File: src/rtl/swfc_pkg.sv
package swfc_pkg;
  localparam int unsigned STAT_W = 8;

  // Packs the two flags into the status word; the whole word is zero while disabled.
  function automatic logic [STAT_W-1:0] pack_status(input logic xon, input logic xoff,
                                                    input logic en);
    logic [STAT_W-1:0] w;
    w = '0;
    w[1] = xon & en;
    w[0] = xoff & en;
    return w;
  endfunction

  // Next transmit-pause value: a pause hit dominates a resume hit in the same cycle.
  function automatic logic next_pause(input logic cur, input logic hit_on, input logic hit_off);
    if (hit_on)       return 1'b1;
    else if (hit_off) return 1'b0;
    else              return cur;
  endfunction
endpackage

File: src/rtl/swfc_code_bank.sv
module swfc_code_bank #(
  parameter int unsigned CHAR_W  = 8,
  parameter int unsigned SLOTS   = 2,
  parameter logic [CHAR_W-1:0] PAUSE_INIT  = 8'h13,
  parameter logic [CHAR_W-1:0] RESUME_INIT = 8'h11,
  localparam int unsigned SEL_W = $clog2(2 * SLOTS)
) (
  input  logic                         clk,
  input  logic                         rst_n,
  input  logic                         enh_en,
  input  logic                         wr_en,
  input  logic [SEL_W-1:0]             wr_sel,
  input  logic [CHAR_W-1:0]            wr_data,
  output logic [SLOTS-1:0][CHAR_W-1:0] pause_codes,
  output logic [SLOTS-1:0][CHAR_W-1:0] resume_codes
);
  logic wr_go;
  assign wr_go = wr_en & enh_en;

  for (genvar i = 0; i < SLOTS; i++) begin : g_slot
    logic ld_pause, ld_resume;
    assign ld_pause  = wr_go && (wr_sel == SEL_W'(i));
    assign ld_resume = wr_go && (wr_sel == SEL_W'(SLOTS + i));

    always_ff @(posedge clk or negedge rst_n) begin
      if (!rst_n)        pause_codes[i] <= PAUSE_INIT;
      else if (ld_pause) pause_codes[i] <= wr_data;
    end

    always_ff @(posedge clk or negedge rst_n) begin
      if (!rst_n)         resume_codes[i] <= RESUME_INIT;
      else if (ld_resume) resume_codes[i] <= wr_data;
    end
  end
endmodule

File: src/rtl/swfc_match.sv
module swfc_match #(
  parameter int unsigned CHAR_W = 8,
  parameter int unsigned SLOTS  = 2
) (
  input  logic                         enh_en,
  input  logic                         rx_valid,
  input  logic [CHAR_W-1:0]            rx_char,
  input  logic [SLOTS-1:0][CHAR_W-1:0] pause_codes,
  input  logic [SLOTS-1:0][CHAR_W-1:0] resume_codes,
  output logic                         hit_pause,
  output logic                         hit_resume
);
  logic [SLOTS-1:0] eq_pause, eq_resume;
  logic             look;

  assign look = rx_valid & enh_en;

  for (genvar i = 0; i < SLOTS; i++) begin : g_cmp
    assign eq_pause[i]  = (rx_char == pause_codes[i]);
    assign eq_resume[i] = (rx_char == resume_codes[i]);
  end

  assign hit_pause  = look & (|eq_pause);
  assign hit_resume = look & (|eq_resume);
endmodule

File: src/rtl/swfc_flags.sv
module swfc_flags
  import swfc_pkg::*;
(
  input  logic clk,
  input  logic rst_n,
  input  logic enh_en,
  input  logic stat_rd,
  input  logic hit_pause,
  input  logic hit_resume,
  output logic xon_flag,
  output logic xoff_flag,
  output logic tx_pause
);
  logic rd_go;
  assign rd_go = stat_rd & enh_en;

  always_ff @(posedge clk or negedge rst_n) begin
    if (!rst_n) begin
      xon_flag  <= 1'b0;
      xoff_flag <= 1'b0;
      tx_pause  <= 1'b0;
    end else begin
      if (hit_resume)  xon_flag <= 1'b1;
      else if (rd_go)  xon_flag <= 1'b0;
      if (hit_pause)   xoff_flag <= 1'b1;
      else if (rd_go)  xoff_flag <= 1'b0;
      tx_pause <= next_pause(tx_pause, hit_pause, hit_resume);
    end
  end

  p_xoff_set_r3: assert property (@(posedge clk) disable iff (!rst_n)
    hit_pause |=> xoff_flag);
  p_xon_set_r4: assert property (@(posedge clk) disable iff (!rst_n)
    hit_resume |=> xon_flag);
  p_rd_clear_r6: assert property (@(posedge clk) disable iff (!rst_n)
    (rd_go && !hit_pause && !hit_resume) |=> (!xoff_flag && !xon_flag));
  p_det_wins_r7: assert property (@(posedge clk) disable iff (!rst_n)
    (rd_go && hit_pause && !hit_resume) |=> (xoff_flag && !xon_flag));
  p_pause_on_r8: assert property (@(posedge clk) disable iff (!rst_n)
    hit_pause |=> tx_pause);
  p_pause_off_r8: assert property (@(posedge clk) disable iff (!rst_n)
    (hit_resume && !hit_pause) |=> !tx_pause);
  p_quiet_r10: assert property (@(posedge clk) disable iff (!rst_n)
    !enh_en |=> ($stable(xon_flag) && $stable(xoff_flag) && $stable(tx_pause)));
  p_no_hit_r11: assert property (@(posedge clk) disable iff (!rst_n)
    (!hit_pause && !hit_resume && !rd_go) |=> ($stable(xon_flag) && $stable(xoff_flag)));
endmodule

File: src/rtl/swfc_detect.sv
module swfc_detect
  import swfc_pkg::*;
#(
  parameter int unsigned CHAR_W = 8,
  parameter int unsigned SLOTS  = 2,
  parameter logic [CHAR_W-1:0] PAUSE_INIT  = 8'h13,
  parameter logic [CHAR_W-1:0] RESUME_INIT = 8'h11,
  localparam int unsigned SEL_W = $clog2(2 * SLOTS)
) (
  input  logic              clk,
  input  logic              rst_n,
  input  logic              enh_en,
  input  logic              wr_en,
  input  logic [SEL_W-1:0]  wr_sel,
  input  logic [CHAR_W-1:0] wr_data,
  input  logic              rx_valid,
  input  logic [CHAR_W-1:0] rx_char,
  input  logic              stat_rd,
  output logic [STAT_W-1:0] stat_data,
  output logic              xon_flag,
  output logic              xoff_flag,
  output logic              tx_pause
);
  logic [SLOTS-1:0][CHAR_W-1:0] pause_codes, resume_codes;
  logic                         hit_pause, hit_resume;

  swfc_code_bank #(
    .CHAR_W(CHAR_W), .SLOTS(SLOTS),
    .PAUSE_INIT(PAUSE_INIT), .RESUME_INIT(RESUME_INIT)
  ) u_bank (
    .clk(clk), .rst_n(rst_n), .enh_en(enh_en), .wr_en(wr_en),
    .wr_sel(wr_sel), .wr_data(wr_data),
    .pause_codes(pause_codes), .resume_codes(resume_codes)
  );

  swfc_match #(.CHAR_W(CHAR_W), .SLOTS(SLOTS)) u_match (
    .enh_en(enh_en), .rx_valid(rx_valid), .rx_char(rx_char),
    .pause_codes(pause_codes), .resume_codes(resume_codes),
    .hit_pause(hit_pause), .hit_resume(hit_resume)
  );

  swfc_flags u_flags (
    .clk(clk), .rst_n(rst_n), .enh_en(enh_en), .stat_rd(stat_rd),
    .hit_pause(hit_pause), .hit_resume(hit_resume),
    .xon_flag(xon_flag), .xoff_flag(xoff_flag), .tx_pause(tx_pause)
  );

  assign stat_data = pack_status(xon_flag, xoff_flag, enh_en);

  p_both_r9: assert property (@(posedge clk) disable iff (!rst_n)
    (hit_pause && hit_resume) |=> (xon_flag && xoff_flag && tx_pause));
endmodule

File: config.mk
export PLATFORM = sky130hd
export DESIGN_NAME = swfc_detect
export DESIGN_NICKNAME = d
export VERILOG_FILES = /design/src/rtl/swfc_pkg.sv /design/src/rtl/swfc_code_bank.sv /design/src/rtl/swfc_match.sv /design/src/rtl/swfc_flags.sv /design/src/rtl/swfc_detect.sv
export SDC_FILE = /design/constraint.sdc
export NUM_CORES = 1
export LEC_CHECK = 0
export ABC_AREA = 1
export BUFFER_PORTS_ARGS = -buffer_cell sky130_fd_sc_hd__buf_2
export CORE_MARGIN = 2
export CORE_UTILIZATION = 40
export DETAILED_ROUTE_END_ITERATION = 10
export GPL_ROUTABILITY_DRIVEN = 0
export PLACE_DENSITY_LB_ADDON = 0.05
export RECOVER_POWER = 50
export SLEW_MARGIN = 10
export SYNTH_ARGS = -nofsm -noshare
export SYNTH_HDL_FRONTEND = slang
export SYNTH_SLANG_ARGS = --single-unit
export TNS_END_PERCENT = 20
File: constraint.sdc
create_clock -name clk -period 3 [get_ports clk]
set_input_delay 0.9 -clock clk [delete_from_list [all_inputs] [get_ports clk]]
set_output_delay 0.9 -clock clk [all_outputs]
set_load 0.005 [all_outputs]
# After elaboration in Yosys (flattened, before gate mapping)
# Cells that the tools add are included.
# totals
reg_bits,35
input_bits,24
out_inout_bits,11
elab_cells,36
# op_classes
eq_ne,7
n_mux,5
n_bitwise,7
reduce_logical,10
# op_table
cell,n
$eq 8x8->1,4
$and 1x1->1,7
$reduce_bool 2->1,3
$mux 1,5
$eq 2x2->1 const B,2
$logic_and 1x1->1,4
$reduce_or 2->1,2
$eq 2x1->1 const B,1
$logic_not 2->1,1

# Depth between registers and ports, before layout
# Gate-level depths: netlist of run 1.
# depth
word_depth,5
mapped_depth,11
depth_no_buf,10

# Cells and area by module
# Synthesis of run 1 repeated with hierarchy kept, for this count alone.
# unflattened
hier_cells,274
hier_area_um2,2020.7
# by_module_without_submodules
mod,instances,cells_each,area_per_inst_um2,seq_area_each_um2
swfc_code_bank,1,144,1321.3,813.3
swfc_match,1,107,526.8,0.0
swfc_flags,1,12,108.9,75.1
swfc_detect,1,11,63.8,0.0

# Worst setup path before layout of run 1
# OpenSTA, ideal clock, no wires.
# synth_timing
path_kind,input -> output
from,in enh_en
to,out stat_data[0]
t_arrival_ps,984
required_time_ps,2100
path_slack_ps,1116
path_stages,2
n_path_buf,0
cell_sequence,nand2_1 > inv_1
# synth_via
elab_chain_cells,1
# synth_rtl
element,line_no,rtl
start: declaration,swfc_detect.sv:12,"input logic enh_en,"
$and 1x1->1,swfc_pkg.sv:10,w[0] = xoff & en;
end: declaration,swfc_detect.sv:19,"output logic [STAT_W-1:0] stat_data,"
# Every way passes these cells.

# Worst setup path in the final report of run 1
# layout_timing
from,in enh_en
to,out stat_data[1]
# layout_via
elab_chain_cells,1
# layout_rtl
element,line_no,rtl
$and 1x1->1,swfc_pkg.sv:9,w[1] = xon & en;
# Every way passes these cells.

==> flow_summary_export.csv, run 1 <==
group,metric,value,unit
critical_path,end_kind,"output port",
synthesis,ys_ff_latch,35,
synthesis,synth_area_leaders,"dfrtp_1, nand2_1, dfstp_2, xnor2_1, o21ai_1",
critical_path,ff2ff_setup_slack,1.73,ns
placement,dp.final_hpwl,2713,um
routing,wl_per_cell,11.79,um
critical_path,r2r_end,"u_flags.tx_pause",
cts,insertion_delay,0.28,ns
synthesis,yosysSeqAreaShare,46.22,%
routing,drt_iter0_markers,72,
worst_hold_path,hold_path_depth,2,
cts,ctsResizeCount,0,
power_and_ir_drop,power.density,600.2,mW/mm2
placement,place_area,0.002054,mm2
floorplan,coreArea,0.004692,mm2
critical_path,r2r-start,"u_bank.resume_codes[12]",
placement,portBuffers,28,
cts,cts_tree,"built",
floorplan,die_area,0.005375,mm2
cts,cts.sink_count,35,
critical_path,required,2.10,ns
final_layout,nets,291,
sta,finalMaxSlewViolations,0,
floorplan,die_h,73.32,um
global_routing,grt_overflow,0,
critical_path,worst-setup-path-type,"input port to output port",
sta,tightest_slew,0.7979,ns
critical_path,crit_chain,"buf_2 > nand2_1 > inv_1 > buf_2",
critical_path,slowest_delay,0.13,ns
final_layout,drive_above_1_share,23.13,%
power_and_ir_drop,combPwrFrac,21.6,%
critical_path,critPathArrivalTime,1.22,ns
routing,antenna_left,0,
global_routing,met1_usage,22.79,%
power_and_ir_drop,internal_power,920.1,uW
sta,post-route-period-util,70.81,%
critical_path,worstRegToRegCells,9,
power_and_ir_drop,p_sw_share,28.69,%
sta,rsz0062_at_grt,"no",
routing,drc,0,
synthesis,avgSynthCellArea,7.974,um2
worst_hold_path,min_to,"u_flags.tx_pause",
critical_path,critPathLaunchType,"input port",
power_and_ir_drop,power_frac_seq,49.3,%
routing,drt-total-wl,3796,um
power_and_ir_drop,p_leak,0.001103,uW
sta,period_needed,2.124,ns
worst_hold_path,hp-start,"u_flags.tx_pause",
synthesis,yosys.area.top_type,"dfrtp_1",
critical_path,critPathLaunch,"enh_en",
routing,via_per_inst,4.388,
global_routing,grt_max_degree,36,
synthesis,synth.distinct_cells,21,
cts,post_cts_buffers,0,
final_layout,nFillCells,489,
synthesis,yosysWarnings,0,
outcome,status,"complete, no violations",
sta,setup_tns,0,ns
cts,htreeDepth,2,
final_layout,n_antenna_cell,0,
power_and_ir_drop,vdd_drop_max,0.2558,mV
floorplan,die_x,73.32,um
floorplan,initial_utilization,40.96,%
sta,whs,0.4808,ns
sta,skew,0.004488,ns
critical_path,cpMostUsedCell,"buf_2",
worst_hold_path,hp-class,"flop to flop",
power_and_ir_drop,power_switching,370.2,uW
final_layout,register_area,888.4,um2
power_and_ir_drop,power,1290,uW
floorplan,core.rowCount,25,
power_and_ir_drop,pwr-share-clk,29.2,%
synthesis,syn_inst,241,
global_routing,grtUsageMet2,23.42,%
synthesis,synth_area,0.001922,mm2
sta,fmax,470.7,MHz
critical_path,critPathSlowestCell,"buf_2",
critical_path,critPathMaxFanout,5,
cts,cts_buffers,5,
global_routing,grt_use_met3,4.115,%
sta,setup_viol,0,
run,drv_cap,0,
floorplan,io_pins,35,
final_layout,design_area,0.002150,mm2
sta,finalHoldViolCount,0,
global_routing,antenna_found_initial,0,
global_routing,grt_usage,16.17,%
global_routing,top_usage_layer,"met2",
cts,clockBufferDepth,2,
cts,path_clk_slew,0.07,ns
cts,cts_hold_buf,0,
final_layout,multiInputGateArea,848.3,um2
final_layout,synthToLayoutAreaGrowth,11.85,%
global_routing,grt_pass1_wl,6368,um
sta,relSlewSlack,46.81,%
routing,firstDrtPassIters,4,
routing,vias,1413,
cts,root_buffer,"clkbuf_8",
synthesis,synth.top_cell.area_share,32.55,%
global_routing,first_global_vias,1337,
-- power groups by stage --
stage | combinational, uW | clock [uW] | sequential [uW]
2_1_floorplan | 222 | 0 | 634
3_3_place_gp | 283 | 0 | 642
3_5_place_dp | 284 | 0 | 644
4_1_cts | 286 | 394 | 636
5_1_grt | 330 | 412 | 647
6_report | 278 | 376 | 636
-- how the worst max path moves through the flow --
stage | slack [ns] | to | cells after the start
final | 0.88 | stat_data[1] | 4
after global routing | 0.85 | stat_data[1] | 4
after CTS | 0.87 | stat_data[1] | 4
after detailed placement | 0.87 | stat_data[1] | 4
after global placement | 0.88 | stat_data[1] | 4
after floorplan | 1.12 | stat_data[0] | 2
-- critical path, delay by kind of cell --
| family | cells | cell delay (ns) |
|---|---|---|
| buf+inv | 3 | 0.27 |
| simple gates | 1 | 0.06 |
-- per-stage QoR --
step                cells  util, %  worst slack (ns)
CTS                   322    45.92            0.8709
finish                322    45.81            0.8757
global route          322    45.81            0.8535
floorplan             246        -             1.116
global placement      314    43.79            0.8759
detailed placement    314    43.79            0.8706
-- cells by family (layout without fill, tap and decap cells) --
| logic type | Yosys count | in the layout | synth area share, % |
|---|---|---|---|
| buffers and inverters | 42 | 64 | 10.35 |
| DFF | 35 | 35 | 46.22 |
| and+or+nand+nor | 111 | 111 | 24.22 |
| xor gates and xnor gates | 20 | 20 | 9.115 |
| other | 1 | 6 | 0.1951 |
| AOI/OAI and AO/OA | 32 | 32 | 9.896 |
-- sequential cells by signal (all words and copies together) (netlist names) --
register	cells
u_bank.resume_codes	16
u_flags.tx_pause	1
u_flags.xon_flag	1
u_bank.pause_codes	16
u_flags.xoff_flag	1
-- cells in the mapped netlist, drive strengths merged --
library cell	count
nand3	7
dfstp	10
nand2	88
conb	1
inv	28
nor3	1
o21ai	29
buf	10
dfrtp	25
nor2	11
or2	4
xnor2	20
clkbuf	4
a21oi	3
-- per-layer routing --
metal	part of all wire (%)	wire length [um]
met5	0	0
met4	1.6	60
met3	3.6	135
met2	42	1579
met1	53	2021
-- layout by cell type, fill, tap and decap left out --
master	count
conb_1	6
dfrtp_1	25
a21oi_1	3
xnor2_1	20
clkbuf_1	1
inv_2	3
nor3_4	1
o21ai_2	8
nand2_2	1
buf_2	28
clkbuf_8	7
o21ai_1	20
or2_0	2
o21ai_0	1
or2_2	2
dfstp_2	10
nand2_1	87
nand3_2	2
nor2_1	11
inv_1	25
nand3_1	5
-- layout make-up --
class	count	area share [%]
Sequential cell	35	41.33
Multi-Input combinational cell	169	39.46
Timing Repair Buffer	28	6.519
Inverter	28	4.889
Clock buffer	8	4.657
Tap cell	54	3.143
No activity file was read; power rests on OpenSTA's default activity.
==> run 2: changes to the inputs <==
clock period = 2 ns   (was 3 ns; I/O delays follow)
==> run 2 against run 1 <==
Design area about the same. Power up 44%. Sequential power up 50%. Hold slack worse by 0.0020 ns. Clock-buffer cell count down 1. Die area unchanged. Clock power up 30%. Highest routed layer unchanged.
==> flow_summary_export.csv, run 2 (synthesis gave the netlist of run 1 again) <==
group,metric,value,unit
outcome,status,"complete, no violations",
sta,fmax,654.9,MHz
routing,vias,1431,
cts,cts_hold_buf,0,
final_layout,multiInputGateArea,853.3,um2
floorplan,die_x,73.32,um
final_layout,layout_commonest_cell,"nand2_1",
final_layout,reg_top3,"u_bank.pause_codes (16), u_bank.resume_codes (16)",
critical_path,critPathLaunchType,"input port",
cts,post_cts_buffers,0,
final_layout,mostFrequentLayoutCells,"nand2_1, buf_2, inv_1, dfrtp_1, o21ai_1",
routing,drt_iter0_markers,61,
sta,relSlewSlack,39.51,%
placement,dp.final_hpwl,2815,um
global_routing,grt_max_degree,36,
floorplan,coreArea,0.004692,mm2
sta,setup_tns,0,ns
critical_path,critPathMaxFanout,5,
critical_path,worst-setup-path-type,"input port to output port",
power_and_ir_drop,power.density,867.1,mW/mm2
power_and_ir_drop,p_leak,0.001100,uW
global_routing,grt_overflow,0,
final_layout,register_area,888.4,um2
global_routing,grt_pass1_wl,6444,um
cts,ctsResizeCount,0,
floorplan,io_pins,35,
power_and_ir_drop,vdd_drop_max,0.4492,mV
sta,setup_viol,0,
cts,path_clk_slew,0.07,ns
final_layout,nFillCells,487,
worst_hold_path,hp-class,"flop to flop",
sta,period_needed,1.527,ns
floorplan,core.rowCount,25,
floorplan,initial_utilization,40.96,%
routing,firstDrtPassIters,4,
routing,antenna_left,0,
sta,rsz0062_at_grt,"no",
sta,tightest_slew,0.9074,ns
routing,drt-total-wl,3839,um
floorplan,die_h,73.32,um
cts,cts_tree,"built",
cts,htreeDepth,2,
global_routing,antenna_found_initial,0,
power_and_ir_drop,power,1863,uW
placement,portBuffers,28,
routing,via_per_inst,4.403,
cts,cts_buffers,5,
cts,clockBufferDepth,2,
global_routing,first_global_vias,1372,
critical_path,end_kind,"output port",
cts,root_buffer,"clkbuf_8",
sta,finalHoldViolCount,0,
critical_path,critPathArrivalTime,0.93,ns
sta,post-route-period-util,76.35,%
final_layout,synthToLayoutAreaGrowth,11.78,%
final_layout,nets,294,
floorplan,die_area,0.005375,mm2
sta,skew,0.004863,ns
critical_path,required,1.40,ns
global_routing,grt_usage,16.11,%
cts,insertion_delay,0.28,ns
routing,drc,0,
final_layout,drive_above_1_share,23.25,%
final_layout,n_antenna_cell,0,
sta,finalMaxSlewViolations,0,
run,drv_cap,0,
routing,wl_per_cell,11.81,um
cts,cts.sink_count,35,
## run 2: cell count changes in the layout (fill, tap and decap cells not counted), sizes merged
cell,previous run,this run
clkinv,0,1
clkbuf,8,10
## run 2: power by group
group          switching (uW)  internal, uW  leakage (uW)
clock network             244           244     0.0000422
registers                84.4           869      0.000417
logic                     223           198      0.000641
total                     551          1310       0.00110
## run 2: metal layers
metal,GRT usage (%),routed length (um),vias to the layer above
li1,-,-,774
met1,22.59,1973,622
met2,24.62,1685,33
met3,4.115,150,2
met4,4.848,29,0
met5,0,0,-
## run 2: cell type report
type / count / share of cell area, %
repair buffers: 31 / 7.105
clock inverters: 1 / 0.2330
clock buffers: 7 / 3.553
multi-input cells: 169 / 39.72
flip-flops and latches: 35 / 41.35
inverters: 28 / 4.892
well taps: 54 / 3.145
## run 2: critical path, cell delays in order
cell	delay [ns]
buf_2	0.13
nand2_1	0.06
inv_1	0.03
buf_2	0.11
## run 2: final timing paths
path | startpoint | endpoint | slack (ns) | cells after the start
worst max-delay path | enh_en | stat_data[1] | 0.47 | 4
worst min-delay path | u_flags.tx_pause | u_flags.tx_pause | 0.48 | 2
worst max register to register | u_bank.resume_codes[8] | u_flags.tx_pause | 0.77 | 9
worst min register to register | u_flags.tx_pause | u_flags.tx_pause | 0.48 | 2
max in group asynchronous | rst_n | u_bank.resume_codes[7] | 0.91 | 2
min in group asynchronous | rst_n | u_bank.resume_codes[13] | 0.52 | 2
## run 2: through the flow
step / std cells / setup slack [ns] / cell area [um2] / util, % / hold slack, ns
6_report: 325 / 0.4730 / 2148 / 45.79 / 0.4787
5_1_grt: 325 / 0.4523 / 2148 / 45.79 / 0.5000
4_1_cts: 325 / 0.4709 / 2158 / 46.00 / 0.3703
3_5_place_dp: 317 / 0.3954 / 2077 / 44.27 / 0.4670
3_3_place_gp: 317 / 0.3946 / 2077 / 44.27 / 0.4649
2_1_floorplan: 246 / 0.6308 / 1941 / - / 0.3044
